--- config.mk ---
export PLATFORM = sky130hd
export DESIGN_NAME = dual_mode_arbiter
export DESIGN_NICKNAME = d
export VERILOG_FILES = /design/src/rtl/dual_mode_pkg.sv /design/src/rtl/dm_edge_sense.sv /design/src/rtl/dm_pulse_counter.sv /design/src/rtl/dm_mode_fsm.sv /design/src/rtl/dual_mode_arbiter.sv
export SDC_FILE = /design/constraint.sdc
export NUM_CORES = 1
export LEC_CHECK = 0
export BUFFER_PORTS_ARGS = -buffer_cell sky130_fd_sc_hd__buf_2
export CAP_MARGIN = 0
export CORE_UTILIZATION = 45
export DETAILED_ROUTE_END_ITERATION = 12
export PLACE_DENSITY_LB_ADDON = 0.3
export SKIP_LAST_GASP = 1
export SYNTH_ARGS = -nofsm -noshare
export SYNTH_HDL_FRONTEND = slang
export SYNTH_SLANG_ARGS = --single-unit
--- constraint.sdc ---
create_clock -name clk -period 1.6 [get_ports clk]
set_clock_uncertainty 0.15 [all_clocks]
set_input_delay 0.32 -clock clk [delete_from_list [all_inputs] [get_ports clk]]
set_output_delay 0.32 -clock clk [all_outputs]
set_load 0.005 [all_outputs]
--- src/rtl/dual_mode_pkg.sv ---
package dual_mode_pkg;
  typedef enum logic [1:0] {
    MODE_STREAM = 2'b00,
    MODE_TRANS  = 2'b01,
    MODE_BIDIR  = 2'b10
  } mode_t;

  localparam int unsigned REVERT_PULSES = 128;
endpackage

--- src/rtl/dm_edge_sense.sv ---
module dm_edge_sense #(
  parameter int unsigned W = 2,
  parameter logic [W-1:0] IDLE_VAL = '1
) (
  input  logic         clk,
  input  logic         rst_n,
  input  logic [W-1:0] level_i,
  output logic [W-1:0] rise_o,
  output logic [W-1:0] fall_o
);
  logic [W-1:0] prev_q;

  always_ff @(posedge clk or negedge rst_n) begin
    if (!rst_n) prev_q <= IDLE_VAL;
    else        prev_q <= level_i;
  end

  for (genvar g = 0; g < W; g++) begin : g_edge
    assign rise_o[g] = ~prev_q[g] &  level_i[g];
    assign fall_o[g] =  prev_q[g] & ~level_i[g];
  end
endmodule

--- src/rtl/dm_pulse_counter.sv ---
module dm_pulse_counter #(
  parameter int unsigned LIMIT = 128,
  localparam int unsigned CW = $clog2(LIMIT + 1)
) (
  input  logic          clk,
  input  logic          rst_n,
  input  logic          clear_i,
  input  logic          incr_i,
  output logic          hit_o,
  output logic [CW-1:0] count_o
);
  localparam logic [CW-1:0] LAST = CW'(LIMIT - 1);
  localparam logic [CW-1:0] TOP  = CW'(LIMIT);

  logic [CW-1:0] cnt_q, cnt_d;
  logic          cnt_en;

  assign hit_o  = incr_i & ~clear_i & (cnt_q == LAST);
  assign cnt_en = clear_i | (incr_i & (cnt_q != TOP));

  always_comb begin
    if (clear_i) cnt_d = '0;
    else         cnt_d = cnt_q + CW'(1);
  end

  always_ff @(posedge clk or negedge rst_n) begin
    if (!rst_n)      cnt_q <= '0;
    else if (cnt_en) cnt_q <= cnt_d;
  end

  assign count_o = cnt_q;
endmodule

--- src/rtl/dm_mode_fsm.sv ---
module dm_mode_fsm
  import dual_mode_pkg::*;
(
  input  logic  clk,
  input  logic  rst_n,
  input  logic  bus_fall_i,
  input  logic  bus_lvl_i,
  input  logic  strm_rise_i,
  input  logic  strm_lvl_i,
  input  logic  addr_hit_i,
  input  logic  cnt_hit_i,
  output logic  cnt_clear_o,
  output logic  cnt_incr_o,
  output mode_t mode_o,
  output logic  restart_o,
  output logic  write_ok_o
);
  mode_t state_q, state_d;
  logic  restart_d, wok_d;

  assign cnt_clear_o = bus_fall_i & (state_q != MODE_BIDIR);
  assign cnt_incr_o  = (state_q == MODE_TRANS) & strm_rise_i & bus_lvl_i;

  always_comb begin
    state_d   = state_q;
    restart_d = 1'b0;
    unique case (state_q)
      MODE_STREAM: begin
        if (bus_fall_i) state_d = MODE_TRANS;
      end
      MODE_TRANS: begin
        if (cnt_hit_i) begin
          state_d   = MODE_STREAM;
          restart_d = 1'b1;
        end else if (addr_hit_i) begin
          state_d = MODE_BIDIR;
        end
      end
      MODE_BIDIR: state_d = MODE_BIDIR;
      default:    state_d = MODE_STREAM;
    endcase
    wok_d = (state_d == MODE_BIDIR) & strm_lvl_i;
  end

  always_ff @(posedge clk or negedge rst_n) begin
    if (!rst_n) begin
      state_q    <= MODE_STREAM;
      restart_o  <= 1'b0;
      write_ok_o <= 1'b0;
    end else begin
      state_q    <= state_d;
      restart_o  <= restart_d;
      write_ok_o <= wok_d;
    end
  end

  assign mode_o = state_q;
endmodule

--- src/rtl/dual_mode_arbiter.sv ---
module dual_mode_arbiter
  import dual_mode_pkg::*;
#(
  parameter int unsigned REVERT_CNT = REVERT_PULSES
) (
  input  logic       clk,
  input  logic       rst_n,
  input  logic       bus_clk_i,
  input  logic       strm_clk_i,
  input  logic       addr_hit_i,
  output logic [1:0] mode_o,
  output logic       restart_o,
  output logic       write_ok_o
);
  localparam int unsigned CW = $clog2(REVERT_CNT + 1);

  logic [1:0]    rise_w, fall_w;
  logic          cnt_clear, cnt_incr, cnt_hit;
  logic [CW-1:0] cnt_val;
  mode_t         mode_w;

  dm_edge_sense #(.W(2), .IDLE_VAL(2'b11)) u_edges (
    .clk     (clk),
    .rst_n   (rst_n),
    .level_i ({strm_clk_i, bus_clk_i}),
    .rise_o  (rise_w),
    .fall_o  (fall_w)
  );

  dm_pulse_counter #(.LIMIT(REVERT_CNT)) u_cnt (
    .clk     (clk),
    .rst_n   (rst_n),
    .clear_i (cnt_clear),
    .incr_i  (cnt_incr),
    .hit_o   (cnt_hit),
    .count_o (cnt_val)
  );

  dm_mode_fsm u_fsm (
    .clk         (clk),
    .rst_n       (rst_n),
    .bus_fall_i  (fall_w[0]),
    .bus_lvl_i   (bus_clk_i),
    .strm_rise_i (rise_w[1]),
    .strm_lvl_i  (strm_clk_i),
    .addr_hit_i  (addr_hit_i),
    .cnt_hit_i   (cnt_hit),
    .cnt_clear_o (cnt_clear),
    .cnt_incr_o  (cnt_incr),
    .mode_o      (mode_w),
    .restart_o   (restart_o),
    .write_ok_o  (write_ok_o)
  );

  assign mode_o = mode_w;
endmodule

Yosys cells after proc, flatten, opt, wreduce, memory -nomap -nowiden. Cells that the tools add are included.

Output and inout bits: 4. Word-level logic and storage cells: 33. Flip-flop bits (word level): 14. Bits of input ports: 5.

Bitwise operators: 13. Mux-type cells: 7. Add/subtract/negate cells: 1. Reductions and logical operators: 1. Equality and inequality tests: 6.

Operator list (count): 1-bit AND (9); 8-bit by 1-bit adder with 8-bit output (second input constant) (1); 8-bit by 7-bit == test with 1-bit output (second input constant) (1); 8-bit two-way mux (1); 8-bit != test (second input constant) (1); 2-bit two-way mux (3); 2-bit one-hot mux with 3 select lines (1); 2-bit == test (second input constant) (2); 1-bit NOT (3); 2-bit by 1-bit == test with 1-bit output (second input constant) (1); 2-bit zero test (1); 1-bit two-way mux (2); 2-bit != test (second input constant) (1); 1-bit OR (1).

Longest topological paths before layout.
Depth in word-level cells: 10. Depth in mapped cells: 6. Mapped depth without buffers: 6.

Modules after synthesis. A second synthesis with hierarchy kept.

Cells, all modules: 66. Area, all modules: 705.7 µm².

By module, submodules not included: dm_pulse_counter (cells an instance 46, area an instance 439.2 µm², instances 1, sequential area each 200.2 µm²); dm_mode_fsm (cells an instance 14, area an instance 178.9 µm², instances 1, sequential area each 100.1 µm²); dm_edge_sense (cells an instance 6, area an instance 87.6 µm², instances 1, sequential area each 52.6 µm²).

Worst setup path before layout. No wires, ideal clock.

Path kind: register to register. From: reg u_cnt.cnt_q[0] (netlist: u_cnt.count_o[0]). To: reg u_cnt.cnt_q[1] (netlist: u_cnt.count_o[1]). Period minus slack after synthesis: 1.490 ns. Data arrival time: 1.206 ns. Cell stages (with the launch flop): 7. Data required time: 1.317 ns. Setup time: 0.133 ns. Path slack: 0.110 ns. Path buffers: 0. Cell sequence: dfrtp_1 > inv_1 > ha_1 > nand4bb_1 > o211ai_4 > mux2i_1 > nor2_1.

Cells in the longest elaborated chain, start to end: 3. Elaborated cells on any way between the ends: 5. Classes of those cells: add/sub: 1; eq/ne: 1; mux: 1; bitwise: 2.

Ends and longest elaborated chain: from (decl) (RTL line dm_pulse_counter.sv:15) `logic [CW-1:0] cnt_q, cnt_d;`; from (signal assigned) (RTL line dm_pulse_counter.sv:28) `else if (cnt_en) cnt_q <= cnt_d;`; branches (longest 3 deep; another with 8-bit by 1-bit adder with 8-bit output).

Several ways; the timed one is not identified. A chain may end at the register's enable or synchronous reset.

Final worst setup path.
From: reg u_cnt.cnt_q[4] (netlist: u_cnt.count_o[4]). To: reg u_cnt.cnt_q[1] (netlist: u_cnt.count_o[1]).

Cells in the longest elaborated chain, start to end: 3.

Ends and longest elaborated chain: 8-bit != test (RTL line dm_pulse_counter.sv:19) `assign cnt_en = clear_i | (incr_i & (cnt_q != TOP));`; 1-bit AND (RTL line dm_pulse_counter.sv:19); 1-bit OR (RTL line dm_pulse_counter.sv:19).

Every way passes these cells.

==> qor.txt <==
status = complete, no violations
max_cap viols = 0
initial antenna violation count = 0
worst-path fanout max = 3
Die Ht = 41.1 microns
share of cells above drive strength 1 = 0.369
First DRT Iteration DRCs = 10
clock group share of total power = 0.248
PortBufs = 8
sequential share of the synthesized area = 0.512
cell internal pwr = 595 uW
Slew @ Worst Pin = 0.315 ns
area of the die = 0.00169 sq mm
fin. max-slew vios = 0
sequential power share = 0.505
largest net degree at the start of global routing = 15
Power Density = 934 mW/mm^2
Avg Inst Size Synth = 11.1 sq um
first-pass GRT wire length = 2170 microns
Initial Util = 0.505
remaining antenna violation count after routing = 0
WHS Path Cells = 1
Area Overhead vs Synth = 30.1%
Post-Synthesis Cells = 62
Total GRT Usage = 0.212
worst hold slack = 0.0519 ns
fin crit period = 1.57 ns
vias in the first global route = 503
final wirelength = 1480 microns
Buffers & Inverters on Critical Path = 0
Slew headroom = 0.790
fmax = 0.637 GHz
die width = 41.1 microns
Psw = 242 uW
Seq cells post-synth = 14
worst-case reg-to-reg path depth = 4
CP Class = flip-flop to flip-flop
Clock Latency Late Sink = 0.28 ns
GR Overflow Total = 0
Worst EP arrival = 1.60 ns
ANT cells = 0
H-tree Lvls = 1
vias = 554
fin crit share = 0.982
drt pass-1 iters = 4
Netlist cell types = 26
GR Layer Usage met2 = 0.363
P_leak = 0.000397 uW
Comb power frac = 0.247
instance count on the critical path = 4
WL/cell = 14.9 microns
clock sink count = 14
delay-heaviest family, CP = simple AND/OR/NAND/NOR gates
CP max stage delay = 0.40 ns
gpl congestion = 0.836
utilization after layout = 0.657
number of enable flip-flop cells after synthesis = 0
startpoint types = flip-flop
RSZ-0062 raised after global routing = true
root buf cell = clkbuf_4
Critical Path Sink Type = flip-flop
Slowest cell on crit path = dfrtp_1
fin nets = 92
clock slew at reported path FFs = 0.08 ns
gr busiest metal = met2
Setup Viol. Count Final = 0
M1 GR Usage = 0.217
CTS Buf Count = 3
Std-Cell Rows = 13
critical path cell sequence = or3_4, o211ai_4, mux2i_1, nor2_1
Worst Hold Class = input pin to flip-flop
Sw Ratio = 0.289
yosys warns = 0
core area = 0.00137 sq mm
CTS Buffer Depth = 2
hpwl dp = 1020 microns
CTS tree = yes
maximum vdd drop = 0.000572 V
drt via density = 5.60
Synth Flop Type = dfrtp_1
Worst EP required = 1.63 ns
Final Hold Viols = 0
reg-to-reg slack, setup = 0.03 ns
met3 Use GR = 0.0598
I/O Pins = 9
DRC = 0
Fin Setup TNS = 0 ns
FFs w/ async S/R, synth = 1.00
Mapped Nets = 69
Cell Area, Synth = 689 sq um
==> synthesized netlist by cell type, drive strengths merged (2+ instances only) <==
cell	number	share of area
nand2b	2	0.018
xnor2	3	0.038
ha	2	0.036
o21ai	2	0.015
mux2i	2	0.029
dfstp	2	0.076
nand4bb	2	0.033
or3	2	0.025
nor2b	2	0.018
inv	3	0.016
nor2	9	0.049
nand4	4	0.036
nor3	3	0.029
a21oi	2	0.015
xor2	2	0.025
dfrtp	12	0.44
==> power groups by stage <==
stage / sequential [uW] / clock (uW) / combinational [uW]
final: 423 / 208 / 207
after global routing: 429 / 233 / 232
after CTS: 421 / 215 / 166
after detailed placement: 431 / 0 / 151
after global placement: 428 / 0 / 148
after floorplan: 429 / 0 / 83.9
==> sequential cells by signal, indices dropped and copies added (netlist names) <==
register,count
u_cnt.count_o,8
u_edges.prev_q,2
u_fsm.mode_o,2
u_fsm.restart_o,1
u_fsm.write_ok_o,1
==> metal layers <==
layer	routed length, microns	share of wire
met5	0	0
met2	725	0.49
met1	613	0.42
met3	110	0.074
met4	26	0.018
==> what timing repair did <==
item | in CTS | in global routing
setup buffers | 2 | 2
hold endpoints to repair | 12 | 1
hold buffers | 1 | 1
pin swaps | 3 | 8
gates resized for setup | 0 | 7
endpoints found under the setup margin | 1 | 4
==> cells in the final DEF, fill, tap and decap left out, types with 2 or more instances in the layout <==
cell,n
dfrtp_1,12
nor2_1,9
buf_2,8
buf_4,7
nand4_1,4
clkbuf_4,3
nand2b_1,2
nor2b_1,2
a21oi_1,2
inv_1,2
nor3_1,2
xnor2_1,2
xor2_1,2
o21ai_0,2
mux2i_1,2
dlygate4sd3_1,2
dfstp_2,2
==> worst paths after layout <==
check | start | end
worst min register to register | u_fsm.mode_o[1] | u_fsm.mode_o[0]
worst min-delay path | strm_clk_i | u_edges.prev_q[1]
worst max-delay path | u_cnt.count_o[4] | u_cnt.count_o[1]
max in group asynchronous | rst_n | u_edges.prev_q[1]
worst max register to register | u_cnt.count_o[4] | u_cnt.count_o[1]
min in group asynchronous | rst_n | u_cnt.count_o[2]
==> cells by family (layout without fill, tap and decap cells) <==
logic type,after synthesis,count (layout),share of synthesized area
compound gates,6,6,0.0726
xor+xnor,5,5,0.0635
fa+ha+maj,2,2,0.0363
buf+inv,3,25,0.0163
flops,14,14,0.512
mux,2,2,0.0290
simple gates,30,30,0.270
==> through the flow <==
stage / cells / area [sq um] / setup slack [ns] / total power (uW)
3_3_place_gp: 89 / 778 / 0.0371 / 576
5_1_grt: 99 / 897 / -0.0141 / 894
3_5_place_dp: 89 / 778 / -0.0187 / 582
4_1_cts: 96 / 830 / 0.00658 / 803
6_report: 99 / 897 / 0.0293 / 838
2_1_floorplan: 62 / 689 / 0.110 / 512
==> worst register-to-register path, stage by stage, from the launching register on <==
cell and delay (ns):
dfrtp_1 0.40, or3_4 0.40, o211ai_4 0.22, mux2i_1 0.24, nor2_1 0.06
==> layout make-up <==
class / instances / area (sq um)
Fill cell: 106 / 469
Sequential cell: 14 / 353
Timing Repair Buffer: 18 / 124
Inverter: 3 / 11.3
Tap cell: 15 / 18.8
Multi-Input combinational cell: 45 / 364
Clock buffer: 4 / 26.3
Note: power is estimated with default switching activity, not from simulation.
